**config.mk**
```make
export PLATFORM = sky130hd
export DESIGN_NAME = db_unit
export DESIGN_NICKNAME = d
export VERILOG_FILES = /design/src/rtl/db_pkg.sv /design/src/rtl/db_trig_decode.sv /design/src/rtl/db_cpu_bank.sv /design/src/rtl/db_summary.sv /design/src/rtl/db_unit.sv
export SDC_FILE = /design/constraint.sdc
export NUM_CORES = 1
export LEC_CHECK = 0
export BUFFER_PORTS_ARGS = -buffer_cell sky130_fd_sc_hd__buf_2
export CAP_MARGIN = 20
export CORE_AREA = 4 4 158 160
export CTS_BUF_LIST = sky130_fd_sc_hd__clkbuf_4
export DETAILED_ROUTE_END_ITERATION = 10
export DIE_AREA = 0 0 162 164
export PLACE_DENSITY = 0.83
export SETUP_SLACK_MARGIN = 0.1
export SYNTH_ARGS = -nofsm -noshare
export SYNTH_HDL_FRONTEND = slang
export SYNTH_SLANG_ARGS = --single-unit
```
**constraint.sdc**
```tcl
create_clock -name clk -period 3.4 [get_ports clk]
set_clock_uncertainty 0.2 [all_clocks]
set_input_delay 0.51 -clock clk [delete_from_list [all_inputs] [get_ports clk]]
set_output_delay 0.51 -clock clk [all_outputs]
set_load 0.01 [all_outputs]
```
**src/rtl/db_pkg.sv**
```systemverilog
package db_pkg;
    localparam int DB_W    = 32;
    localparam int NUM_W   = $clog2(DB_W);
    localparam int MAP_LSB = 8;

    localparam logic [7:0] OFF_TRIG  = 8'h04;
    localparam logic [7:0] OFF_CAUSE = 8'h08;
    localparam logic [7:0] OFF_MASK  = 8'h0C;

    localparam int IPI_LO = 0;
    localparam int IPI_HI = 7;
    localparam int MSI_LO = 16;
    localparam int MSI_HI = 31;
endpackage

```
**src/rtl/db_trig_decode.sv**
```systemverilog
module db_trig_decode
    import db_pkg::*;
#(
    parameter int NCPU   = 4,
    parameter int ADDR_W = 8
) (
    input  logic                       wr,
    input  logic [ADDR_W-1:0]          addr,
    input  logic [DB_W-1:0]            wdata,
    output logic [NCPU-1:0][DB_W-1:0]  set_vec
);
    logic            hit;
    logic [DB_W-1:0] onehot;

    always_comb begin
        hit    = wr && (addr == ADDR_W'(OFF_TRIG));
        onehot = DB_W'(1) << wdata[NUM_W-1:0];
        for (int c = 0; c < NCPU; c++) begin
            set_vec[c] = (hit && wdata[MAP_LSB + c]) ? onehot : '0;
        end
    end
endmodule

```
**src/rtl/db_cpu_bank.sv**
```systemverilog
module db_cpu_bank
    import db_pkg::*;
(
    input  logic            clk,
    input  logic            rst_n,
    input  logic [DB_W-1:0] set_bits,
    input  logic            clr_wr,
    input  logic            mask_wr,
    input  logic [DB_W-1:0] wdata,
    output logic [DB_W-1:0] cause,
    output logic [DB_W-1:0] mask
);
    logic [DB_W-1:0] cause_nxt;

    always_comb begin
        cause_nxt = (clr_wr ? (cause & wdata) : cause) | set_bits;
    end

    always_ff @(posedge clk) begin
        if (!rst_n) begin
            cause <= '0;
            mask  <= '0;
        end else begin
            cause <= cause_nxt;
            if (mask_wr) begin
                mask <= wdata;
            end
        end
    end

    a_r9_trigger_wins: assert property (@(posedge clk) disable iff (!rst_n)
        (set_bits != '0) |=> ((cause & $past(set_bits)) == $past(set_bits)));

    a_r4_clear_zeros: assert property (@(posedge clk) disable iff (!rst_n)
        (clr_wr && set_bits == '0) |=> (cause == ($past(cause) & $past(wdata))));

    a_r12_hold_latched: assert property (@(posedge clk) disable iff (!rst_n)
        (!clr_wr && set_bits == '0) |=> $stable(cause));

    a_r5_mask_load: assert property (@(posedge clk) disable iff (!rst_n)
        mask_wr |=> (mask == $past(wdata)));

    a_r5_mask_hold: assert property (@(posedge clk) disable iff (!rst_n)
        !mask_wr |=> $stable(mask));
endmodule

```
**src/rtl/db_summary.sv**
```systemverilog
module db_summary
    import db_pkg::*;
(
    input  logic [DB_W-1:0] cause,
    input  logic [DB_W-1:0] mask,
    output logic            ipi,
    output logic            msi
);
    logic [DB_W-1:0] live;

    always_comb begin
        live = cause & mask;
        ipi  = |live[IPI_HI:IPI_LO];
        msi  = |live[MSI_HI:MSI_LO];
    end
endmodule

```
**src/rtl/db_unit.sv**
```systemverilog
module db_unit
    import db_pkg::*;
#(
    parameter int NCPU   = 4,
    parameter int ADDR_W = 8,
    localparam int CPU_W = $clog2(NCPU)
) (
    input  logic              clk,
    input  logic              rst_n,
    input  logic              glb_wr,
    input  logic [ADDR_W-1:0] glb_addr,
    input  logic [DB_W-1:0]   glb_wdata,
    input  logic              prv_wr,
    input  logic [CPU_W-1:0]  prv_cpu,
    input  logic [ADDR_W-1:0] prv_addr,
    input  logic [DB_W-1:0]   prv_wdata,
    input  logic [CPU_W-1:0]  rd_cpu,
    input  logic [ADDR_W-1:0] rd_addr,
    output logic [DB_W-1:0]   rd_data,
    output logic [NCPU-1:0]   ipi_irq,
    output logic [NCPU-1:0]   msi_irq
);
    logic [NCPU-1:0][DB_W-1:0] set_vec;
    logic [NCPU-1:0][DB_W-1:0] cause_arr;
    logic [NCPU-1:0][DB_W-1:0] mask_arr;

    db_trig_decode #(.NCPU(NCPU), .ADDR_W(ADDR_W)) u_dec (
        .wr      (glb_wr),
        .addr    (glb_addr),
        .wdata   (glb_wdata),
        .set_vec (set_vec)
    );

    for (genvar c = 0; c < NCPU; c++) begin : g_cpu
        logic sel;
        assign sel = prv_wr && (prv_cpu == CPU_W'(c));

        db_cpu_bank u_bank (
            .clk      (clk),
            .rst_n    (rst_n),
            .set_bits (set_vec[c]),
            .clr_wr   (sel && (prv_addr == ADDR_W'(OFF_CAUSE))),
            .mask_wr  (sel && (prv_addr == ADDR_W'(OFF_MASK))),
            .wdata    (prv_wdata),
            .cause    (cause_arr[c]),
            .mask     (mask_arr[c])
        );

        db_summary u_sum (
            .cause (cause_arr[c]),
            .mask  (mask_arr[c]),
            .ipi   (ipi_irq[c]),
            .msi   (msi_irq[c])
        );
    end

    always_comb begin
        if (rd_addr == ADDR_W'(OFF_CAUSE)) begin
            rd_data = cause_arr[rd_cpu];
        end else if (rd_addr == ADDR_W'(OFF_MASK)) begin
            rd_data = mask_arr[rd_cpu];
        end else begin
            rd_data = '0;
        end
    end

    a_r3_quiet_cycle: assert property (@(posedge clk) disable iff (!rst_n)
        (!glb_wr && !prv_wr) |=> ($stable(ipi_irq) && $stable(msi_irq)));
endmodule

```
==> flow_summary.yaml <==
cts:
  cts_resized: 0
  cts_buffers: 68
  htree_levels: 3
  clk_pin_slew_ns: 0.07
  clock_sinks: 256
  cts_tree: "built"
  insertion_delay_ns: 0.66
  root_buffer: "clkbuf_4"
  clockBufferDepth: 3
worst_setup_path:
  r2r_setup_slack_ns: 2.40
  crit_chain: "a22o_1 -> a221oi_1 -> nand4_1 -> buf_2"
  critPathLaunchType: "flip-flop"
  slowest_stage: "a221oi_1"
  r2r-start: "g_cpu[0].u_bank.cause[16]$_SDFF_PN0_"
  end_kind: "output port"
  worstSetupPathType: "reg -> out"
  timing.rr.end: "g_cpu[0].u_bank.cause[16]$_SDFF_PN0_"
  arrival_ns: 2.25
  ff2ff_path_depth: 2
  cp_max_fo: 3
  required_ns: 2.69
  max_stage_delay_ns: 0.54
pwr:
  p_sw_w: 0.001561
  intPower_w: 0.004403
  sw_frac_of_total_pct: 26.17
  power_frac_clock_pct: 42.7
  p_per_area_nw_per_um2: 409.9
  irDropWorstVdd_mv: 0.2233
  leakage_nw: 5.336
  comb_power_share_pct: 7.0
  pwr-share-seq_pct: 50.3
cells_and_area:
  final_util_pct: 62.17
  layout-drive-gt1-share_pct: 23.17
  layout.nets: 1548
  finalInstanceArea_um2: 14550
  area_growth_syn_to_layout_pct: 13.32
placed_design:
  place_ws_ns: 0.5591
  place.port_buffers: 112
  placed_cell_area_um2: 13500
  place.gp.congestion: 0.9210
  dp.final_hpwl_um: 24910
detailed_routing:
  totalWireLength_um: 40410
  dr.pass1.iters: 6
  drtIter0Drc: 1720
  drtAntennaViolNets: 0
  viasPerCell: 6.736
  num_vias: 12220
  wire_per_inst_um: 22.28
  drc: 0
yosys:
  synth_largest_type_area_fraction_pct: 39.92
  ys_async_sr_fraction_pct: 0
  ys_top_cells_by_count: "nand2_1, dfxtp_1, nor4_1"
  ys.flop_type: "dfxtp_1"
  ys_seq_area_share_pct: 39.92
  synth_fp_nets: 1452
  synth_top_cell_by_area: "dfxtp_1"
  yosysMostFrequentCell: "nand2_1"
  synth_edf_count: 0
  yosysUniqueCellTypes: 33
  synth_area_leaders: "dfxtp_1, mux4_2, mux2i_1"
  netlist_area_um2: 12840
  postSynthCellCount: 1356
  syn_area_per_cell_um2: 9.468
  ys_ff_latch: 256
  yosys_warnings: 0
grt:
  grt_max_degree: 148
  grtUsageTotal_pct: 29.74
  antenna_found_initial: 4
  overflow: 0
  grt_first_pass_wirelength_um: 63510
  grt_pass1_vias: 11790
sta:
  whs_ns: 0.02124
  finalCritPeriodShare_pct: 86.95
  relSlewSlack_pct: 42.81
  rsz0062_at_grt: "false"
  slew_violations: 0
  worstMarginPinSlew_ns: 0.8579
  max_clock_freq_mhz: 338.3
  fin_crit_ns: 2.956
  timing.final.ws_setup_ns: 0.4438
  hold_viol_final: 0
  tns_ns: 0
  final-setup-viol-count: 0
floorplan:
  ios: 136
  rows: 56
  coreArea_um2: 23400
  die_h_um: 164
  die_w_um: 162
  die_area_um2: 26570
  start_util_pct: 54.86
worst_hold_path:
  hold_end: "g_cpu[3].u_bank.mask[28]$_SDFFE_PN0P_"
  worstHoldStart: "prv_wdata[28]"
  holdPathStages: 3
  hold_class: "in -> reg"
flow_run:
  maxCapViolCount: 0
run_status:
  run_status: "finished clean"
sequential cells by signal (all words and copies together) (netlist names):
name / flops
g_cpu.u_bank.cause: 128
g_cpu.u_bank.mask: 128
final cells by class:
class,instances,area [um^2]
timing repair buffer,170,1165
inverter,2,7.507
clock inverter,18,80.08
antenna,2,5.005
clock buffer,93,698.2
fill,1920,8853
sequential,256,5125
tap,319,399.1
multi-input combinational,954,7069
routing by layer:
layer	GRT usage, %	wire (um)	vias to the layer above	part of all wire, %
li1	-	-	5394	-
met1	38.23	15110	5764	37
met2	47.60	18620	898	46
met3	7.829	4983	160	12
met4	13.00	1672	4	4.1
met5	0	27	-	0.067
timing repair:
action	4_1_cts	5_1_grt
hold buffers	27	0
buffers inserted	0	0
hold endpoints to repair	83	0
power groups by stage:
stage               Combinational (W)  Clock, W  Sequential, W
finish                       0.000419   0.00255        0.00300
floorplan                    0.000248         0        0.00307
global route                 0.000442   0.00274        0.00300
detailed placement           0.000381         0        0.00307
CTS                          0.000407   0.00257        0.00300
global placement             0.000376         0        0.00307
cell families after synthesis:
| group | count (synthesis) | synth area share [%] |
|---|---|---|
| flops | 256 | 39.92 |
| compound gates | 208 | 11.54 |
| mux | 192 | 21.21 |
| buf+inv | 146 | 5.126 |
| simple gates | 554 | 22.21 |
layout by cell type (no fill, tap or decap), types with 2 or more instances in the layout:
master | synthesis | layout
a221oi_1 | 16 | 16
mux2i_1 | 128 | 128
a22o_1 | 48 | 48
dlygate4sd3_1 | 0 | 27
diode_2 | 0 | 2
buf_12 | 0 | 7
clkinv_1 | 0 | 11
nand4_1 | 14 | 14
inv_2 | 0 | 5
nand3b_1 | 32 | 32
and3b_1 | 5 | 5
clkbuf_4 | 0 | 93
dfxtp_1 | 256 | 256
mux4_2 | 64 | 64
nor4_1 | 129 | 129
clkinvlp_4 | 0 | 2
nor3_1 | 4 | 2
nor4_4 | 2 | 2
and3_1 | 2 | 2
or3b_2 | 32 | 32
buf_4 | 8 | 26
o22ai_1 | 128 | 128
nor3b_1 | 4 | 4
nand2_1 | 320 | 320
buf_2 | 22 | 109
a22oi_1 | 16 | 16
nor3_2 | 0 | 2
worst max-delay path by stage:
stage,start,to,slack [ns],cells after the start
2_1_floorplan,rd_cpu[1],rd_data[16],0.74,5
3_5_place_dp,rd_addr[1],rd_data[17],0.56,6
3_3_place_gp,rd_addr[1],rd_data[17],0.56,6
6_report,g_cpu[2].u_bank.mask[25]$_SDFFE_PN0P_,msi_irq[2],0.44,4
5_1_grt,g_cpu[2].u_bank.mask[25]$_SDFFE_PN0P_,msi_irq[2],0.42,4
4_1_cts,g_cpu[2].u_bank.cause[25]$_SDFF_PN0_,msi_irq[2],0.52,4
per-stage QoR:
stage / power [W] / cells
2_1_floorplan: 0.003314 / 1356
3_3_place_gp: 0.003442 / 1674
3_5_place_dp: 0.003448 / 1674
4_1_cts: 0.005972 / 1812
5_1_grt: 0.006174 / 1814
6_report: 0.005964 / 1814
critical path, delay by kind of cell (launching register included):
kind / cells / cell delay, ns
compound gates: 2 / 0.78
buf+inv: 1 / 0.22
flops: 1 / 0.34
simple gates: 1 / 0.26
Power figures use the tool's default switching activity.
